[config.mk]
export PLATFORM = sky130hd
export DESIGN_NAME = lcd_bcd_driver
export DESIGN_NICKNAME = d
export VERILOG_FILES = /design/src/rtl/lcd_drv_pkg.sv /design/src/rtl/lcd_bp_divider.sv /design/src/rtl/lcd_seg_decoder.sv /design/src/rtl/lcd_bcd_driver.sv
export SDC_FILE = /design/constraint.sdc
export NUM_CORES = 1
export LEC_CHECK = 0
export BUFFER_PORTS_ARGS = -buffer_cell sky130_fd_sc_hd__buf_2
export CORE_ASPECT_RATIO = 1.5
export CORE_UTILIZATION = 55
export CTS_CLUSTER_SIZE = 40
export DETAILED_ROUTE_END_ITERATION = 6
export HOLD_SLACK_MARGIN = 0.1
export PLACE_DENSITY = 0.76
export RECOVER_POWER = 50
export SYNTH_ARGS = -nofsm -noshare
export SYNTH_HDL_FRONTEND = slang
export SYNTH_SLANG_ARGS = --single-unit
export TNS_END_PERCENT = 50
[constraint.sdc]
create_clock -name clk -period 2.25 [get_ports clk]
set_input_delay 0.225 -clock clk [delete_from_list [all_inputs] [get_ports clk]]
set_output_delay 0.225 -clock clk [all_outputs]
set_load 0.05 [all_outputs]
[src/rtl/lcd_drv_pkg.sv]
package lcd_drv_pkg;

    localparam int unsigned SEG_N   = 7;
    localparam int unsigned CODE_N  = 16;
    localparam int unsigned SEG_E   = 4;

    typedef logic [3:0]       bcd_t;
    typedef logic [SEG_N-1:0] seg_t;

    // Per-segment lit mask over the 16 input codes; bit k set means code k
    // lights the segment. Codes 10..15 are zero, which blanks the digit.
    localparam logic [CODE_N-1:0] LIT_MASK [SEG_N] = '{
        16'b000000_1110101101,  // a
        16'b000000_1110011111,  // b
        16'b000000_1111111011,  // c
        16'b000000_1101101101,  // d
        16'b000000_0101000101,  // e
        16'b000000_1101110001,  // f
        16'b000000_1101111100   // g
    };

    typedef struct packed {
        logic bp;
        seg_t seg;
    } drive_t;

endpackage

[src/rtl/lcd_bp_divider.sv]
module lcd_bp_divider #(
    parameter int unsigned HALF = 4
) (
    input  logic clk,
    input  logic rst_n,
    output logic wrap
);
    localparam int unsigned CW = (HALF > 1) ? $clog2(HALF) : 1;
    localparam logic [CW-1:0] LAST = CW'(HALF - 1);

    typedef struct packed {
        logic [CW-1:0] cnt;
    } div_t;

    div_t div_d, div_q;

    always_comb begin
        div_d = div_q;
        if (div_q.cnt == LAST) div_d.cnt = '0;
        else                   div_d.cnt = div_q.cnt + 1'b1;
    end

    always_ff @(posedge clk or negedge rst_n) begin
        if (!rst_n) div_q <= '0;
        else        div_q <= div_d;
    end

    assign wrap = (div_q.cnt == LAST);

    AST_CNT_BOUND: assert property (@(posedge clk) disable iff (!rst_n)
        div_q.cnt <= LAST);

    AST_WRAP_RESTART: assert property (@(posedge clk) disable iff (!rst_n)
        wrap |=> (div_q.cnt == '0));

endmodule

[src/rtl/lcd_seg_decoder.sv]
module lcd_seg_decoder
    import lcd_drv_pkg::*;
(
    input  bcd_t digit,
    output seg_t ctrl
);
    for (genvar s = 0; s < SEG_N; s++) begin : g_seg
        assign ctrl[s] = LIT_MASK[s][digit];
    end
endmodule

[src/rtl/lcd_bcd_driver.sv]
module lcd_bcd_driver
    import lcd_drv_pkg::*;
#(
    parameter int unsigned CLK_HZ = 100_000_000,
    parameter int unsigned BP_HZ  = 40
) (
    input  logic       clk,
    input  logic       rst_n,
    input  logic [3:0] digit,
    output logic [6:0] seg,
    output logic       bp
);
    localparam int unsigned HALF = CLK_HZ / (2 * BP_HZ);

    logic   bp_wrap;
    seg_t   ctrl;
    drive_t drv_d, drv_q;

    lcd_bp_divider #(.HALF(HALF)) u_div (
        .clk   (clk),
        .rst_n (rst_n),
        .wrap  (bp_wrap)
    );

    lcd_seg_decoder u_dec (
        .digit (digit),
        .ctrl  (ctrl)
    );

    always_comb begin
        drv_d     = drv_q;
        drv_d.bp  = drv_q.bp ^ bp_wrap;
        drv_d.seg = ctrl ^ {SEG_N{drv_d.bp}};
    end

    always_ff @(posedge clk or negedge rst_n) begin
        if (!rst_n) drv_q <= '0;
        else        drv_q <= drv_d;
    end

    assign seg = drv_q.seg;
    assign bp  = drv_q.bp;

    AST_BP_HOLD: assert property (@(posedge clk) disable iff (!rst_n)
        ($past(rst_n) && !$past(bp_wrap)) |-> $stable(bp));

    AST_SEG_TRACK: assert property (@(posedge clk) disable iff (!rst_n)
        $past(rst_n) |-> ((seg ^ {SEG_N{bp}}) == $past(ctrl)));

    AST_E_DIGITS: assert property (@(posedge clk) disable iff (!rst_n)
        ($past(rst_n) && (seg[SEG_E] != bp)) |->
        ($past(digit) inside {4'd0, 4'd2, 4'd6, 4'd8}));

    AST_BLANK_CODES: assert property (@(posedge clk) disable iff (!rst_n)
        ($past(rst_n) && ($past(digit) > 4'd9)) |-> (seg == {SEG_N{bp}}));

    always @(posedge clk) begin
        if (!rst_n) begin
            AST_RESET_LOW: assert (!bp && seg == '0);
        end
    end

endmodule

# Word level (Yosys, flattened, before mapping)
# Memory sizes are Yosys's and may differ from the RTL's.
# Index checks and enable logic that the tools add are counted.
# totals
reg_bits	29
rom_bits	112
in_bits	6
output_inout_bits	8
mem_count	7
# op_classes
n_addsub	1
n_lt_le_gt_ge	1
n_eq_ne	1
muxes	8
n_bitwise	2
# memory_table
memory	words	width	rd	rd_ports_with_merged_regs	write_ports	line_no	rtl
(name not given)	16	1	1	0	0	lcd_seg_decoder.sv:8	assign ctrl[s] = LIT_MASK[s][digit];
(name not given)	16	1	1	0	0	lcd_seg_decoder.sv:8	
(name not given)	16	1	1	0	0	lcd_seg_decoder.sv:8	
(name not given)	16	1	1	0	0	lcd_seg_decoder.sv:8	
(name not given)	16	1	1	0	0	lcd_seg_decoder.sv:8	
(name not given)	16	1	1	0	0	lcd_seg_decoder.sv:8	
1 more memories	--	--	--	--	--	--	
# ops
op	n
$add 21x1->21 const B	1
$eq 21x21->1 const B	1
$mux 21	1
$mux 1	7
$xor 7x7->7	1
$lt 4x5->1 const B	1
$xor 1x1->1	1

# Longest topological paths before layout
# Gate-level depths: netlist (run 1).
# depth
ltp_word	3
ltp_mapped	7
depth_no_buf	7

# Hierarchy
# Synthesis (run 1) repeated with hierarchy kept, for this count alone.
# hier_totals
cells_unflattened	145
hier_area_um2	1669.1
# by_module_without_submodules
mod	n_inst	cells_each	area_each_um2
lcd_bp_divider	1	99	1064.8
lcd_bcd_driver	1	18	391.6
lcd_seg_decoder	1	28	212.7

# Worst setup path before layout (run 1)
# Ideal clock, no wire load.
# synth_path
kind	reg2reg
from	register u_div.div_q[0] (netlist name)
to	register u_div.div_q[17] (netlist name)
setup_time_ps	127
t_arrival_ps	1482
t_required_ps	2123
path_slack_ps	641
stages_incl_launch_ff	8
n_path_buf	1
synth_period_minus_slack_ps	1609
path_cell_list	dfrtp_1 > ha_1 > nand3_2 > nor4b_2 > and4_4 > buf_4 > nand3b_1 > o21ai_0
# synth_lines
item	line_no	rtl
start, declared	lcd_bp_divider.sv:15	div_t div_d, div_q;
start signal, assigned	lcd_bp_divider.sv:25	else div_q <= div_d;

==> results.tsv, run 1 <==
metric	value	unit
status	finished with violations	
failing checks	capacitance limit, slew limit	
Post-Layout Cell Count	178	
Metal-1 WL	1100	um
RSZ-0062 raised after global routing	false	
Data required, critical path	2.51	ns
wire length on met2	1370	um
Critical Path AT	2.12	ns
final hold violation count	0	
Detailed Routing Iterations Pass 1	4	
# IOs	14	
Worst setup EP type	register	
initial antenna violation count	0	
routed via count	1022	
DP Wirelength	1890	um
r2r endpoint	seg[2]$_DFF_PN0_	
Slew @ Worst Pin	1.51	ns
startpoint types	register	
die area	2870	um2
WL per Instance	14.6	um
syn_nets	148	
port bufs	13	
gr ovfl total	0	
CTS sink cnt	29	
CTS clk-pin slew, worst paths	0.09	ns
Root Driver	clkbuf_4	
Hold Path Class	input port to register	
Core Footprint	2480	um2
vias in the first global route	1037	
Multi-input gate area	696	um2
placed cell areas	1530	um2
commonest non-fill, non-tap cells in the layout	dfrtp_1 (29), nor2_1 (15), xor2_1 (14)	
worst hold stages	3	
Hold Path End	seg[0]$_DFF_PN0_	
sequential share of the synthesized area	0.497	
TritonCTS Buffers	5	
Static Leak	0.746	nW
max_cap viols	1	
CP max stage cell	dfrtp_1	
nets	164	
fill count	216	
clock buffer depth	2	
Die Y	65.1	um
Placer Congestion	0.794	
top-area cell type share of the netlist area	0.497	
CP max stage delay	0.42	ns
final worst-path cycle share	0.830	
Worst Path Max Fanout	12	
setup bufs post-CTS	0	
Peak VDD IR	0.478	mV
Netlist Area Pre-Place	1460	um2
Setup TNS	0	ns
first-pass GRT wire length	4420	um
number of cells upsized or downsized after cts	0	
slack of the critical path	0.383	ns
Cell variety after synth	30	
DR top layer	met4	
antenna cells	0	
RR Startpoint	u_div.div_q[0]$_DFF_PN0_	
area grow syn2layout	8.83	%
Final Setup Violations	0	
WL met3	93	um
R2R Setup Slk	0.38	ns
Die X-Extent	44.1	um
Initial Util	0.589	
crit-path cells	ha_1, nand3_2, nor4b_2, and4_4, xnor2_4, xor2_1	
final wirelength	2610	um
commonest non-fill, non-tap cell in the layout	dfrtp_1	
clk_lat worst skew	0.34	ns
critical path class	register to register	
Gate Count Post-Synth	137	
register bit count reported by yosys	29	
total track usage	0.215	
CTS Hold Buffers Added	1	
pin count of the biggest net entering global routing	30	
Pwr Density	595	nW/um2
# DRC	0	
synth top area cells	dfrtp_1 (50%), xor2_1 (8.4%), xnor2_1 (6.6%), ha_1 (4.3%), nor2_1 (3.9%)	
Slew Limit Fails	30	
Non-Filler Cell Area, Final	1590	um2
Antenna Nets Post-Route	0	
Worst Skew	0.00893	ns
relative slew slack	-0.00538	
Via density	5.74	
Avg Inst Size Synth	10.7	um2
final hold slack	0.266	ns
largest area contributor in the netlist	dfrtp_1	
worst reg-to-reg path cell count	6	
pre-CTS setup slack	0.404	ns
storage element area	726	um2
min-delay src	digit[0]	
Placed Cells incl. Taps	169	
Synth warnings	0	
FMAX	0.536	GHz
Detailed Route Iter0 Violations	27	
clock period minus worst slack	1.87	ns
CTS tree	built	
H-tree levels	2	
num rows	22	
share of cells above drive strength 1	0.143	
-- registers in the layout (all words and copies together) (netlist names) --
signal / cells
u_div.div_q: 21
bp: 1
seg: 7
-- power breakdown --
group / leakage [nW] / internal, mW / switching, mW
sequential: 0.377 / 0.532 / 0.00284
clock: 0.0310 / 0.117 / 0.189
combinational: 0.337 / 0.0264 / 0.0783
total: 0.746 / 0.675 / 0.271
-- layout make-up --
| class | instances | area share |
|---|---|---|
| clock buffers | 5 | 0.0236 |
| clock inverters | 3 | 0.0110 |
| inverters | 3 | 0.00709 |
| multi-input cells | 100 | 0.438 |
| flip-flops and latches | 29 | 0.457 |
| well taps | 24 | 0.0189 |
| repair buffers | 14 | 0.0449 |
-- metrics by stage --
step	util	power [mW]
after floorplan	-	0.617
after global placement	0.617	0.647
after detailed placement	0.617	0.650
after CTS	0.643	0.959
after global routing	0.641	0.992
final	0.641	0.946
-- cells by family after synthesis --
group	synth area share
xor gates and xnor gates	0.169
muxes	0.00686
and+or+nand+nor	0.215
AOI/OAI and AO/OA	0.0428
buffers and inverters	0.0266
adders and majority gates	0.0428
DFF	0.497
-- worst max-delay path: cells and delay by family, from the launching register on --
family | cells | cell delay [ns]
simple gates | 3 | 0.71
flops | 1 | 0.42
xor+xnor | 2 | 0.41
fa+ha+maj | 1 | 0.24
-- metal layers --
layer,track usage,up-vias
met5,0,-
met4,0.0909,0
met3,0.0769,5
met2,0.362,17
met1,0.239,504
li1,-,496
-- cells in the mapped netlist (all sizes together) --
master  number
clkbuf       2
inv          3
mux2i        1
nor2        15
nor2b        2
nand3       12
and4         2
and3         8
nor3         1
a211oi       1
ha           5
nor4         1
nand4        3
xor2        14
a21oi        5
xnor2       12
dfrtp       29
o21ai        6
nor3b        1
nor4b        2
nand2b       2
buf          3
nand2        4
nand3b       2
and2         1
-- how the worst max path moves through the flow --
stage / cells after the start / to / slack (ns) / start
2_1_floorplan: 7 / u_div.div_q[17]$_DFF_PN0_ / 0.64 / u_div.div_q[0]$_DFF_PN0_
3_3_place_gp: 6 / seg[1]$_DFF_PN0_ / 0.52 / u_div.div_q[0]$_DFF_PN0_
3_5_place_dp: 6 / seg[2]$_DFF_PN0_ / 0.40 / u_div.div_q[0]$_DFF_PN0_
4_1_cts: 6 / seg[2]$_DFF_PN0_ / 0.38 / u_div.div_q[0]$_DFF_PN0_
5_1_grt: 2 / u_div.div_q[11]$_DFF_PN0_ / 0.26 / rst_n
6_report: 6 / seg[2]$_DFF_PN0_ / 0.38 / u_div.div_q[0]$_DFF_PN0_
Note: power is estimated with default switching activity, not from simulation.
==> run 2: changes to the inputs <==
==> constraint.sdc (replaced) <==
create_clock -name clk -period 1.9 [get_ports clk]
set_input_delay 0.19 -clock clk [delete_from_list [all_inputs] [get_ports clk]]
set_output_delay 0.19 -clock clk [all_outputs]
set_load 0.05 [all_outputs]
==> results.tsv, run 2 (synthesis results as in run 1) <==
metric	value	unit	change
status	finished, final reports clean		
Peak VDD IR	0.568	mV	+19%
worst reg-to-reg path cell count	6		unchanged
final worst-path cycle share	0.912		+0.0820
r2r endpoint	seg[0]$_DFF_PN0_		
num rows	22		unchanged
routed via count	1027		+0.49%
max reg flops	21		unchanged
clock period minus worst slack	1.73	ns	-0.135 ns
Critical Path AT	1.98	ns	-0.14 ns
Detailed Route Iter0 Violations	27		unchanged
clock buffer depth	2		unchanged
max_cap viols	0		-1
gr ovfl total	0		unchanged
commonest non-fill, non-tap cell in the layout	dfrtp_1		
CTS clk-pin slew, worst paths	0.08	ns	about the same
pin count of the biggest net entering global routing	30		unchanged
Data required, critical path	2.15	ns	-0.36 ns
DP Wirelength	1840	um	-3.0%
port bufs	13		unchanged
relative slew slack	0.530		+0.535
Detailed Routing Iterations Pass 1	4		unchanged
total track usage	0.204		-0.0108
nets	165		+0.61%
antenna cells	0		unchanged
CTS tree	built		
Biggest register	u_div.div_q		
final hold violation count	0		unchanged
final hold slack	0.258	ns	-0.00761 ns
FMAX	0.577	GHz	+7.8%
Worst Path Max Fanout	8		-4
Critical Path Sink	seg[0]$_DFF_PN0_		
startpoint types	register		
H-tree levels	2		unchanged
Static Leak	0.769	nW	+3.2%
area grow syn2layout	11.5	%	
Slew Limit Fails	0		-100%
critical path class	register to register		
initial antenna violation count	0		unchanged
Worst Skew	0.0147	ns	+0.00573 ns
RSZ-0062 raised after global routing	false		
Setup TNS	0	ns	unchanged
Placer Congestion	0.827		+4.2%
clk_lat worst skew	0.33	ns	about the same
vias in the first global route	1024		-1.3%
R2R Setup Slk	0.17	ns	-0.22 ns
# DRC	0		unchanged
# IOs	14		unchanged
Final Setup Violations	0		unchanged
Die X-Extent	44.1	um	unchanged
final wirelength	2500	um	-4.2%
die area	2870	um2	unchanged
RR Startpoint	u_div.div_q[0]$_DFF_PN0_		
WL per Instance	13.9	um	-4.8%
Critical path origin	u_div.div_q[0]$_DFF_PN0_		
Pwr Density	781	nW/um2	+31%
first-pass GRT wire length	4260	um	-3.4%
Via density	5.74		about the same
share of cells above drive strength 1	0.148		+0.00553
Core Footprint	2480	um2	unchanged
Initial Util	0.589		unchanged
Hold Path Class	input port to register		
Antenna Nets Post-Route	0		unchanged
Root Driver	clkbuf_4		
commonest non-fill, non-tap cells in the layout	dfrtp_1 (29), nor2_1 (15), xor2_1 (14)		
Slew @ Worst Pin	0.706	ns	-0.802 ns
number of cells upsized or downsized after cts	0		unchanged
Die Y	65.1	um	unchanged
Worst setup EP type	register		
TritonCTS Buffers	5		unchanged
CTS sink cnt	29		unchanged
run 2: cell count changes in the layout (fill, tap and decap cells not counted):
cell / previous run / this run
clkinvlp_4: 1 / 0
clkbuf_2: 0 / 1
clkbuf_8: 0 / 1
clkinv_2: 2 / 0
buf_4: 0 / 1
bufinv_16: 0 / 1
run 2: worst min path at each step:
stage,from,to,slack [ns],depth (start not counted)
after global routing,digit[2],seg[4]$_DFF_PN0_,0.28,3
after detailed placement,rst_n,u_div.div_q[7]$_DFF_PN0_,0.25,1
after floorplan,rst_n,bp$_DFF_PN0_,-0.11,0
final,digit[0],seg[0]$_DFF_PN0_,0.26,3
after CTS,digit[0],seg[0]$_DFF_PN0_,0.25,3
after global placement,rst_n,u_div.div_q[6]$_DFF_PN0_,0.23,1
run 2: what timing repair did:
action,in CTS,in global routing
hold buffers,1,0
endpoints found under the hold margin,29,0
setup buffers,0,0
run 2: layout make-up:
class	instances	area, um2
Inverter	3	11.3
Clock inverter	1	30.0
Clock buffer	7	55.1
Fill cell	214	850
Multi-Input combinational cell	100	696
Tap cell	24	30.0
Timing Repair Buffer	15	80.1
Sequential cell	29	726
run 2: critical path, cell delays in order, from the launching register on:
cell     delay (ns)
dfrtp_1        0.40
ha_1           0.24
nand3_2        0.11
nor4b_2        0.22
and4_4         0.31
xnor2_4        0.20
xor2_1         0.18
run 2: where the power goes:
group	internal, mW	switching, mW	total [mW]
Sequential	0.629	0.00299	0.632
Combinational	0.0317	0.0916	0.123
Clock	0.314	0.202	0.516
run 2: layer usage:
metal,wire length (um),vias up,global-route usage
li1,-,496,-
met1,1030,505,0.220
met2,1310,20,0.353
met3,110,6,0.0714
met4,51,0,0.0833
met5,0,-,0
run 2: through the flow:
stage / cells / cell area, um2 / setup WS [ns] / power [mW] / util
after detailed placement: 170 / 1540 / 0.169 / 0.769 / 0.620
final: 179 / 1630 / 0.167 / 1.27 / 0.657
after CTS: 179 / 1630 / 0.148 / 1.29 / 0.658
after global placement: 170 / 1540 / 0.240 / 0.766 / 0.620
after floorplan: 137 / 1460 / 0.291 / 0.731 / -
after global routing: 179 / 1630 / 0.0324 / 1.32 / 0.657
==> run 3: changes to the inputs <==
--- a/config.mk
+++ b/config.mk
@@ -5,13 +5,14 @@
 export SDC_FILE = /design/constraint.sdc
 export NUM_CORES = 1
 export LEC_CHECK = 0
-export BUFFER_PORTS_ARGS = -buffer_cell sky130_fd_sc_hd__buf_2
 export CORE_ASPECT_RATIO = 1.5
-export CORE_UTILIZATION = 55
+export CORE_UTILIZATION = 45
 export CTS_CLUSTER_SIZE = 40
 export DETAILED_ROUTE_END_ITERATION = 6
+export DONT_BUFFER_PORTS = 1
+export GPL_TIMING_DRIVEN = 0
 export HOLD_SLACK_MARGIN = 0.1
-export PLACE_DENSITY = 0.76
+export PLACE_DENSITY = 0.61
 export RECOVER_POWER = 50
 export SYNTH_ARGS = -nofsm -noshare
 export SYNTH_HDL_FRONTEND = slang
==> results.tsv, run 3 (synthesis results as in run 1) <==
metric	value	unit	change
Most Crowded Layer GR	met2		
CTS sink cnt	29		unchanged
Setup TNS	0	ns	unchanged
Die Y	71.8	um	+10%
H-tree levels	2		unchanged
Static Leak	0.749	nW	-2.7%
Antenna Nets Post-Route	0		unchanged
Slew @ Worst Pin	1.28	ns	+0.572 ns
Initial Util	0.467		-0.123
Hold Path Class	input port to register		
# DRC	0		unchanged
status	finished, final reports clean		
clk_lat worst skew	0.28	ns	-0.05 ns
Final Setup Violations	0		unchanged
Core Footprint	3130	um2	+26%
pin count of the biggest net entering global routing	30		unchanged
storage element area	726	um2	unchanged
CP max stage cell	dfrtp_1		
min-delay src	digit[0]		
worst reg-to-reg path cell count	6		unchanged
# IOs	14		unchanged
Worst Skew	0.00472	ns	-0.00994 ns
Placer Congestion	0.815		-1.5%
r2r endpoint	seg[4]$_DFF_PN0_		
TritonCTS Buffers	5		unchanged
Via density	5.17		-9.9%
Root Driver	clkbuf_8		
Hold Path End	seg[0]$_DFF_PN0_		
R2R Setup Slk	0.14	ns	-0.03 ns
placed cell areas	1510	um2	-1.6%
commonest non-fill, non-tap cell in the layout	dfrtp_1		
max_cap viols	0		unchanged
Detailed Routing Iterations Pass 1	4		unchanged
gr ovfl total	0		unchanged
Final Power	1.23	mW	-3.7%
clock period minus worst slack	1.76	ns	+0.0277 ns
num rows	25		+14%
WL per Instance	14.3	um	+2.8%
total track usage	0.184		-0.0204
CTS tree	built		
Pwr Density	746	nW/um2	-4.5%
Non-Filler Cell Area, Final	1640	um2	+0.85%
commonest non-fill, non-tap cells in the layout	dfrtp_1 (29), nor2_1 (15), xor2_1 (14)		
fill count	297		+39%
routed via count	972		-5.4%
Post-Layout Cell Count	188		+5.0%
Slew Limit Fails	0		unchanged
grt met3 use	0.0637		-0.00773
RSZ-0062 raised after global routing	false		
crit-path cells	ha_2, nand3_2, nor4b_4, and4_4, xnor2_4, xnor2_1		
startpoint types	register		
Data required, critical path	2.05	ns	-0.10 ns
CTS clk-pin slew, worst paths	0.06	ns	-0.02 ns
DP Wirelength	1930	um	+4.9%
RR Startpoint	u_div.div_q[1]$_DFF_PN0_		
relative slew slack	0.148		-0.381
Peak VDD IR	0.482	mV	-15%
share of cells above drive strength 1	0.115		-0.0335
Critical Path AT	1.91	ns	-0.07 ns
final worst-path cycle share	0.926		+0.0146
final hold violation count	0		unchanged
CP max stage delay	0.40	ns	about the same
final wirelength	2700	um	+8.0%
Multi-input gate area	707	um2	+1.6%
met2 GRT Util	0.321		-0.0321
Worst Path Max Fanout	8		unchanged
initial antenna violation count	0		unchanged
die area	3480	um2	+21%
slack of the critical path	0.140	ns	-0.0277 ns
Placed Cells incl. Taps	177		+4.1%
port bufs	0		-13
antenna cells	0		unchanged
pre-CTS setup slack	0.0581	ns	-0.111 ns
first-pass GRT wire length	4670	um	+9.5%
Util after Layout	0.525		-0.132
met1 Track Usage GR	0.190		-0.0300
vias in the first global route	1038		+1.4%
Worst setup EP type	register		
critical path class	register to register		
Detailed Route Iter0 Violations	17		-37%
area grow syn2layout	12.4	%	
worst hold stages	2		-1
FMAX	0.568	GHz	-1.6%
max reg flops	21		unchanged
nets	158		-4.2%
final hold slack	0.128	ns	-0.130 ns
Biggest register	u_div.div_q		
clock buffer depth	2		unchanged
Die X-Extent	48.5	um	+10%
## run 3: routing by layer
metal	up-vias	wire, um
met3	4	119
met1	469	1060
met5	-	0
li1	482	-
met4	0	42
met2	17	1470
## run 3: area by class of cell
cell class / count / area share
timing repair buffer: 3 / 0.0183
clock buffer: 5 / 0.0419
inverter: 3 / 0.00686
sequential: 29 / 0.442
multi-input combinational: 100 / 0.431
tap: 40 / 0.0305
buffer: 5 / 0.0191
clock inverter: 3 / 0.0107
## run 3: worst max path at each step
stage,end,depth (start not counted),from,slack (ns)
floorplan,u_div.div_q[17]$_DFF_PN0_,7,u_div.div_q[0]$_DFF_PN0_,0.29
global placement,seg[1]$_DFF_PN0_,6,u_div.div_q[0]$_DFF_PN0_,0.12
detailed placement,u_div.div_q[17]$_DFF_PN0_,7,u_div.div_q[0]$_DFF_PN0_,0.06
CTS,u_div.div_q[17]$_DFF_PN0_,7,u_div.div_q[0]$_DFF_PN0_,0.04
global route,seg[2]$_DFF_PN0_,6,u_div.div_q[1]$_DFF_PN0_,0.01
finish,seg[4]$_DFF_PN0_,6,u_div.div_q[1]$_DFF_PN0_,0.14
## run 3: power breakdown
group / internal, mW / leakage [nW] / switching, mW / total, mW
combinational: 0.0223 / 0.327 / 0.0359 / 0.0582
clock: 0.252 / 0.0439 / 0.232 / 0.483
sequential: 0.630 / 0.377 / 0.0537 / 0.684
total: 0.904 / 0.749 / 0.321 / 1.23
## run 3: critical path: cells and delay by family (launching register included)
family,cells,cell delay (ns)
and+or+nand+nor,3,0.65
adders and majority gates,1,0.24
xor gates and xnor gates,2,0.35
DFF,1,0.40
## run 3: what timing repair did
| item | in CTS | in global routing |
|---|---|---|
| setup endpoints to repair | 0 | 8 |
| setup buffers | 0 | 1 |
| hold buffers | 2 | 0 |
| gates resized for setup | 0 | 3 |
| hold endpoints to repair | 29 | 0 |
